<file path="src/rtl/svc_arb_pkg.sv">
package svc_arb_pkg;
  typedef enum logic [2:0] {
    SVC_NONE = 3'd0,
    SVC_NMI  = 3'd1,
    SVC_IM0  = 3'd2,
    SVC_IM1  = 3'd3,
    SVC_IM2  = 3'd4
  } svc_kind_e;

  localparam logic [15:0] NMI_TARGET = 16'h0066;
  localparam logic [15:0] IM1_TARGET = 16'h0038;
  localparam logic [1:0]  MODE_BAD   = 2'd3;
endpackage

</file>
<file path="src/rtl/nmi_edge_latch.sv">
module nmi_edge_latch (
  input  logic clk,
  input  logic rst_n,
  input  logic nmi_n,
  input  logic take,
  output logic pend
);
  logic prev_q, prev_d;
  logic pend_q, pend_d;
  logic fall;

  always_comb begin
    fall   = prev_q & ~nmi_n;
    prev_d = nmi_n;
    pend_d = pend_q;
    if (take)
      pend_d = 1'b0;
    if (fall)
      pend_d = 1'b1;
  end

  always_ff @(posedge clk or negedge rst_n) begin
    if (!rst_n) begin
      prev_q <= 1'b1;
      pend_q <= 1'b0;
    end else begin
      prev_q <= prev_d;
      pend_q <= pend_d;
    end
  end

  assign pend = pend_q;

  AST_NMI_EDGE_CAPTURED: assert property (@(posedge clk) disable iff (!rst_n)
    $fell(nmi_n) |=> pend);
  AST_NMI_PEND_HELD: assert property (@(posedge clk) disable iff (!rst_n)
    (pend && !take) |=> pend);
endmodule

</file>
<file path="src/rtl/bus_grant.sv">
module bus_grant (
  input  logic clk,
  input  logic rst_n,
  input  logic busreq_n,
  input  logic mcyc_end,
  output logic bus_ack,
  output logic bus_busy
);
  logic ack_q, ack_d;
  logic grant;

  always_comb begin
    grant = mcyc_end & ~busreq_n & ~ack_q;
    ack_d = ack_q;
    if (grant)
      ack_d = 1'b1;
    else if (ack_q && busreq_n)
      ack_d = 1'b0;
  end

  always_ff @(posedge clk or negedge rst_n) begin
    if (!rst_n) ack_q <= 1'b0;
    else        ack_q <= ack_d;
  end

  assign bus_ack  = ack_q;
  assign bus_busy = ack_q | grant;

  AST_GRANT_AT_BOUNDARY: assert property (@(posedge clk) disable iff (!rst_n)
    $rose(bus_ack) |-> $past(mcyc_end && !busreq_n));
  AST_ACK_HOLDS: assert property (@(posedge clk) disable iff (!rst_n)
    (bus_ack && !busreq_n) |=> bus_ack);
endmodule

</file>
<file path="src/rtl/ctl_regs.sv">
module ctl_regs #(
  parameter int DATA_W = 8
) (
  input  logic              clk,
  input  logic              rst_n,
  input  logic              ie_set,
  input  logic              ie_clr,
  input  logic              accept,
  input  logic              mode_we,
  input  logic [1:0]        mode_val,
  input  logic              ireg_we,
  input  logic [DATA_W-1:0] ireg_val,
  output logic              ie_q,
  output logic [1:0]        mode_q,
  output logic [DATA_W-1:0] ireg_q
);
  import svc_arb_pkg::*;

  logic              ie_r, ie_d;
  logic [1:0]        mode_r, mode_d;
  logic [DATA_W-1:0] ireg_r, ireg_d;
  logic              mode_en, ireg_en;

  always_comb begin
    ie_d = ie_r;
    if (accept)      ie_d = 1'b0;
    else if (ie_set) ie_d = 1'b1;
    else if (ie_clr) ie_d = 1'b0;
    mode_en = mode_we & (mode_val != MODE_BAD);
    mode_d  = mode_val;
    ireg_en = ireg_we;
    ireg_d  = ireg_val;
  end

  always_ff @(posedge clk or negedge rst_n) begin
    if (!rst_n) begin
      ie_r   <= 1'b0;
      mode_r <= 2'd0;
      ireg_r <= '0;
    end else begin
      ie_r <= ie_d;
      if (mode_en) mode_r <= mode_d;
      if (ireg_en) ireg_r <= ireg_d;
    end
  end

  assign ie_q   = ie_r;
  assign mode_q = mode_r;
  assign ireg_q = ireg_r;

  AST_MODE_LEGAL: assert property (@(posedge clk) disable iff (!rst_n)
    mode_q != MODE_BAD);
  AST_ACCEPT_CLEARS_IE: assert property (@(posedge clk) disable iff (!rst_n)
    accept |=> !ie_q);
endmodule

</file>
<file path="src/rtl/vector_gen.sv">
module vector_gen #(
  parameter int DATA_W = 8,
  localparam int ADDR_W = 2 * DATA_W
) (
  input  logic              clk,
  input  logic              rst_n,
  input  logic              go,
  input  logic              use_nmi,
  input  logic [1:0]        mode,
  input  logic [DATA_W-1:0] ireg,
  input  logic [DATA_W-1:0] ack_byte,
  output logic              req,
  output logic [2:0]        kind,
  output logic [ADDR_W-1:0] addr
);
  import svc_arb_pkg::*;

  logic              req_q, req_d;
  svc_kind_e         kind_q, kind_d;
  logic [ADDR_W-1:0] addr_q, addr_d;

  always_comb begin
    req_d  = go;
    kind_d = kind_q;
    addr_d = addr_q;
    if (go) begin
      if (use_nmi) begin
        kind_d = SVC_NMI;
        addr_d = ADDR_W'(NMI_TARGET);
      end else begin
        case (mode)
          2'd0: begin
            kind_d = SVC_IM0;
            addr_d = {{DATA_W{1'b0}}, ack_byte};
          end
          2'd1: begin
            kind_d = SVC_IM1;
            addr_d = ADDR_W'(IM1_TARGET);
          end
          default: begin
            kind_d = SVC_IM2;
            addr_d = {ireg, ack_byte};
          end
        endcase
      end
    end
  end

  always_ff @(posedge clk or negedge rst_n) begin
    if (!rst_n) begin
      req_q  <= 1'b0;
      kind_q <= SVC_NONE;
      addr_q <= '0;
    end else begin
      req_q  <= req_d;
      kind_q <= kind_d;
      addr_q <= addr_d;
    end
  end

  assign req  = req_q;
  assign kind = kind_q;
  assign addr = addr_q;

  AST_NMI_TARGET: assert property (@(posedge clk) disable iff (!rst_n)
    (req && kind == SVC_NMI) |-> addr == ADDR_W'(NMI_TARGET));
  AST_KIND_STABLE: assert property (@(posedge clk) disable iff (!rst_n)
    !req |-> $stable(kind));
endmodule

</file>
<file path="src/rtl/svc_arbiter.sv">
module svc_arbiter #(
  parameter int DATA_W = 8,
  localparam int ADDR_W = 2 * DATA_W
) (
  input  logic              clk,
  input  logic              rst_n,
  input  logic              busreq_n,
  input  logic              nmi_n,
  input  logic              irq_n,
  input  logic              mcyc_end,
  input  logic              instr_end,
  input  logic              ie_set,
  input  logic              ie_clr,
  input  logic              mode_we,
  input  logic [1:0]        mode_val,
  input  logic              ireg_we,
  input  logic [DATA_W-1:0] ireg_val,
  input  logic [DATA_W-1:0] ack_byte,
  output logic              bus_ack,
  output logic              svc_req,
  output logic [2:0]        svc_kind,
  output logic [ADDR_W-1:0] svc_addr,
  output logic              ie_q
);
  import svc_arb_pkg::*;

  logic [1:0]        rst_sync;
  logic              srst_n;
  logic              bus_busy, nmi_pend, go, take_nmi;
  logic [1:0]        mode_q;
  logic [DATA_W-1:0] ireg_q;

  always_ff @(posedge clk or negedge rst_n) begin
    if (!rst_n) rst_sync <= 2'b00;
    else        rst_sync <= {rst_sync[0], 1'b1};
  end
  assign srst_n = rst_sync[1];

  always_comb begin
    go       = instr_end & ~bus_busy & (nmi_pend | (~irq_n & ie_q));
    take_nmi = go & nmi_pend;
  end

  bus_grant u_grant (
    .clk(clk), .rst_n(srst_n), .busreq_n(busreq_n), .mcyc_end(mcyc_end),
    .bus_ack(bus_ack), .bus_busy(bus_busy)
  );

  nmi_edge_latch u_nmi (
    .clk(clk), .rst_n(srst_n), .nmi_n(nmi_n), .take(take_nmi), .pend(nmi_pend)
  );

  ctl_regs #(.DATA_W(DATA_W)) u_regs (
    .clk(clk), .rst_n(srst_n), .ie_set(ie_set), .ie_clr(ie_clr), .accept(go),
    .mode_we(mode_we), .mode_val(mode_val), .ireg_we(ireg_we),
    .ireg_val(ireg_val), .ie_q(ie_q), .mode_q(mode_q), .ireg_q(ireg_q)
  );

  vector_gen #(.DATA_W(DATA_W)) u_vec (
    .clk(clk), .rst_n(srst_n), .go(go), .use_nmi(nmi_pend), .mode(mode_q),
    .ireg(ireg_q), .ack_byte(ack_byte), .req(svc_req), .kind(svc_kind),
    .addr(svc_addr)
  );

  AST_NO_SVC_UNDER_BUS: assert property (@(posedge clk) disable iff (!srst_n)
    svc_req |-> (!bus_ack && !$past(bus_ack)));
  AST_INT_NEEDS_IE: assert property (@(posedge clk) disable iff (!srst_n)
    (svc_req && svc_kind != 3'(SVC_NMI)) |-> $past(ie_q));
  AST_IE_DROPS_ON_SVC: assert property (@(posedge clk) disable iff (!srst_n)
    svc_req |-> !ie_q);
  AST_SVC_AFTER_BOUNDARY: assert property (@(posedge clk) disable iff (!srst_n)
    $rose(svc_req) |-> $past(instr_end));
endmodule

</file>
<file path="config.mk">
export PLATFORM = sky130hd
export DESIGN_NAME = svc_arbiter
export DESIGN_NICKNAME = d
export VERILOG_FILES = /design/src/rtl/svc_arb_pkg.sv /design/src/rtl/nmi_edge_latch.sv /design/src/rtl/bus_grant.sv /design/src/rtl/ctl_regs.sv /design/src/rtl/vector_gen.sv /design/src/rtl/svc_arbiter.sv
export SDC_FILE = /design/constraint.sdc
export NUM_CORES = 1
export LEC_CHECK = 0
export ABC_AREA = 0
export BUFFER_PORTS_ARGS = -buffer_cell sky130_fd_sc_hd__buf_2
export CAP_MARGIN = 15
export CORE_ASPECT_RATIO = 0.8
export CORE_MARGIN = 2
export CORE_UTILIZATION = 51
export CTS_BUF_LIST = sky130_fd_sc_hd__clkbuf_4
export CTS_CLUSTER_SIZE = 20
export DETAILED_ROUTE_END_ITERATION = 8
export PLACE_DENSITY = 0.79
export SLEW_MARGIN = 10
export SYNTH_ARGS = -nofsm -noshare
export SYNTH_HDL_FRONTEND = slang
export SYNTH_SLANG_ARGS = --single-unit
</file>
<file path="constraint.sdc">
create_clock -name clk -period 2.13 [get_ports clk]
set_clock_uncertainty 0.05 [all_clocks]
set_input_delay 0 -clock clk [delete_from_list [all_inputs] [get_ports clk]]
set_output_delay 0 -clock clk [all_outputs]
set_load 0.1 [all_outputs]
</file>
==> results_dict.tcl <==
set metrics [dict create \
    status "finished, final reports clean" \
    end_kind "flop" \
    crit_slowest_cell "dfrtp_1" \
    netlist_area_um2 1480 \
    via_per_inst 4.61 \
    fmax_mhz 581 \
    clk_latency_ns 0.34 \
    path_buf_inv 2 \
    die_height_um 52.1 \
    crit_family "flip-flops" \
    cp_cell_sequence "inv_2 -> a211oi_4 -> buf_4 -> mux2i_1" \
    ys_seq_area_frac 0.612 \
    layout_common_cells "buf_2, dfrtp_1, dlygate4sd3_1" \
    cp.required_ns 2.34 \
    syn_inst 123 \
    grt_pass1_vias 1197 \
    fillers 164 \
    dieArea_um2 3340 \
    holdWs_ns 0.0135 \
    wl_mm 3.32 \
    vdd_drop_max_mv 0.610 \
    hold_class "in -> reg" \
    tns_ns 0 \
    finalHoldViolCount 0 \
    multi_input_area_um2 479 \
    place_inst 211 \
    cts_buffers 5 \
    io_pins 51 \
    final_common_cell "buf_2" \
    drive_above_1_share 0.346 \
    vias 1162 \
    grt_use_total 0.226 \
    nets 242 \
    met2_usage 0.408 \
    critPathMaxStageDelay_ns 0.49 \
    max_slew_margin 0.568 \
    cp.arrival_ns 1.94 \
    grt_antenna_before_repair 0 \
    portBuffers 50 \
    hpwl_mm 2.06 \
    place.gp.congestion 0.739 \
    rsz0062_at_grt "false" \
    clock_path_buffers 2 \
    grt_pass1_wl_mm 5.35 \
    timing.final.crit_share 0.808 \
    ff2ff_setup_slack_ns 0.41 \
    core_um2 2770 \
    cts-root-buf "clkbuf_4" \
    tritoncts "built" \
    grt_use_met3 0.0606 \
    drtPass1Iterations 4 \
    final_cells 252 \
    top_usage_layer "met2" \
    initial_utilization 0.533 \
    post_cts_buffers 0 \
    critPathKind "reg -> reg" \
    num_rows 17 \
    use_met1 0.248 \
    avgSynthCellArea_um2 12.0 \
    leakagePower_nw 1.07 \
    setup_viol 0 \
    clock-sinks 36 \
    slew_viol_final 0 \
    area_growth_pct 48.3 \
    start_kind "flop" \
    h-tree-depth 2 \
    grt_max_degree 18 \
    die_w_um 64.1 \
    first_iter_violations 27 \
    post-route-drc-count 0 \
    antenna_cells 0 \
    cp_max_fo 10 \
    ant_nets 0 \
    clkSlewWorstSetupHoldPaths_ns 0.11 \
    ys_ff_latch 36 \
    post-route-min-period_ns 1.72 \
    tightest_slew_ns 0.646 \
    wire_per_inst_um 13.2 \
    synthDistinctLibCells 21 \
    overflow 0 \
    regArea_um2 902 \
    maxCapViolations 0 \
    yosys_warnings 0 \
    p_per_area_nw_per_um2 1080 \
    cts_resized 0 \
    synth_fp_nets 152 \
]
-- state kept, by name, summed over array words and instances (netlist names) --
signal,cells
u_regs.ie_q,1
u_vec.addr,16
u_vec.req,1
u_regs.ireg_q,8
rst_sync,2
u_nmi.prev_q,1
u_regs.mode_q,2
u_vec.kind,3
u_nmi.pend,1
u_grant.bus_ack,1
-- final cells by class --
cell class	count	area share
clock buffer	5	0.0172
multi-input combinational	65	0.219
inverter	18	0.0309
sequential	36	0.412
timing repair buffer	87	0.279
tap	38	0.0217
clock inverter	3	0.0195
-- layer usage --
metal / share of wire / routed length [µm]
met1: 0.41 / 1350
met2: 0.52 / 1730
met3: 0.051 / 170
met4: 0.022 / 72
met5: 0 / 0
-- metrics by stage --
step	area (µm²)	setup slack, ns	total power, W	util
6_report	2190	0.409	0.00235	0.791
5_1_grt	2190	0.280	0.00246	0.791
4_1_cts	2190	0.435	0.00236	0.791
3_5_place_dp	1780	0.458	0.00183	0.643
3_3_place_gp	1780	0.554	0.00182	0.643
2_1_floorplan	1480	0.0139	0.00167	-
-- logic make-up after synthesis --
| family | count (synthesis) | synth area share |
|---|---|---|
| AOI/OAI and AO/OA | 9 | 0.0407 |
| muxes | 27 | 0.193 |
| buffers and inverters | 22 | 0.0636 |
| DFF | 36 | 0.612 |
| and+or+nand+nor | 28 | 0.0882 |
| other | 1 | 0.00254 |
-- worst paths after layout --
check / from / endpoint / cells after the start
min: ireg_we / u_regs.ireg_q[3]$_DFFE_PN0P_ / 2
max in group asynchronous: rst_n / rst_sync[0]$_DFF_PN0_ / 3
min reg2reg: rst_sync[1]$_DFF_PN0_ / u_vec.kind[2]$_DFFE_PN0P_ / 1
min in group asynchronous: rst_sync[1]$_DFF_PN0_ / u_vec.kind[2]$_DFFE_PN0P_ / 1
max reg2reg: u_nmi.pend$_DFFE_PN0P_ / u_vec.addr[14]$_DFFE_PN0P_ / 4
max: u_nmi.pend$_DFFE_PN0P_ / u_vec.addr[14]$_DFFE_PN0P_ / 4
-- worst reg2reg max path, stage by stage (launching register included) --
cell and delay, ns:
dfrtp_1 0.49, inv_2 0.12, a211oi_4 0.48, buf_4 0.30
mux2i_1 0.22
-- power by group --
part           switching [W]  internal, W
combinational       0.000811     0.000213
sequential         0.0000642     0.000794
clock               0.000225     0.000245
total                0.00110      0.00125
-- synth_stat cells --
library cell / count / share of area
nand2_1: 9 / 0.023
a21oi_1: 4 / 0.014
mux2_1: 3 / 0.023
buf_1: 1 / 0.0025
dfrtp_1: 35 / 0.59
nor2b_1: 5 / 0.021
a211oi_4: 1 / 0.014
o21ai_0: 4 / 0.014
conb_1: 1 / 0.0025
nor2_1: 8 / 0.020
mux2_2: 9 / 0.069
dfstp_2: 1 / 0.018
mux2i_1: 15 / 0.10
nand3_1: 2 / 0.0068
inv_1: 17 / 0.043
or3_1: 1 / 0.0042
buf_4: 1 / 0.0051
clkbuf_1: 1 / 0.0025
inv_2: 1 / 0.0025
nand2b_1: 3 / 0.013
buf_6: 1 / 0.0076
-- timing repair --
action	4_1_cts	5_1_grt
setup endpoints to repair	0	0
hold endpoints to repair	24	0
hold buffers	33	0
Power figures use the tool's default switching activity.
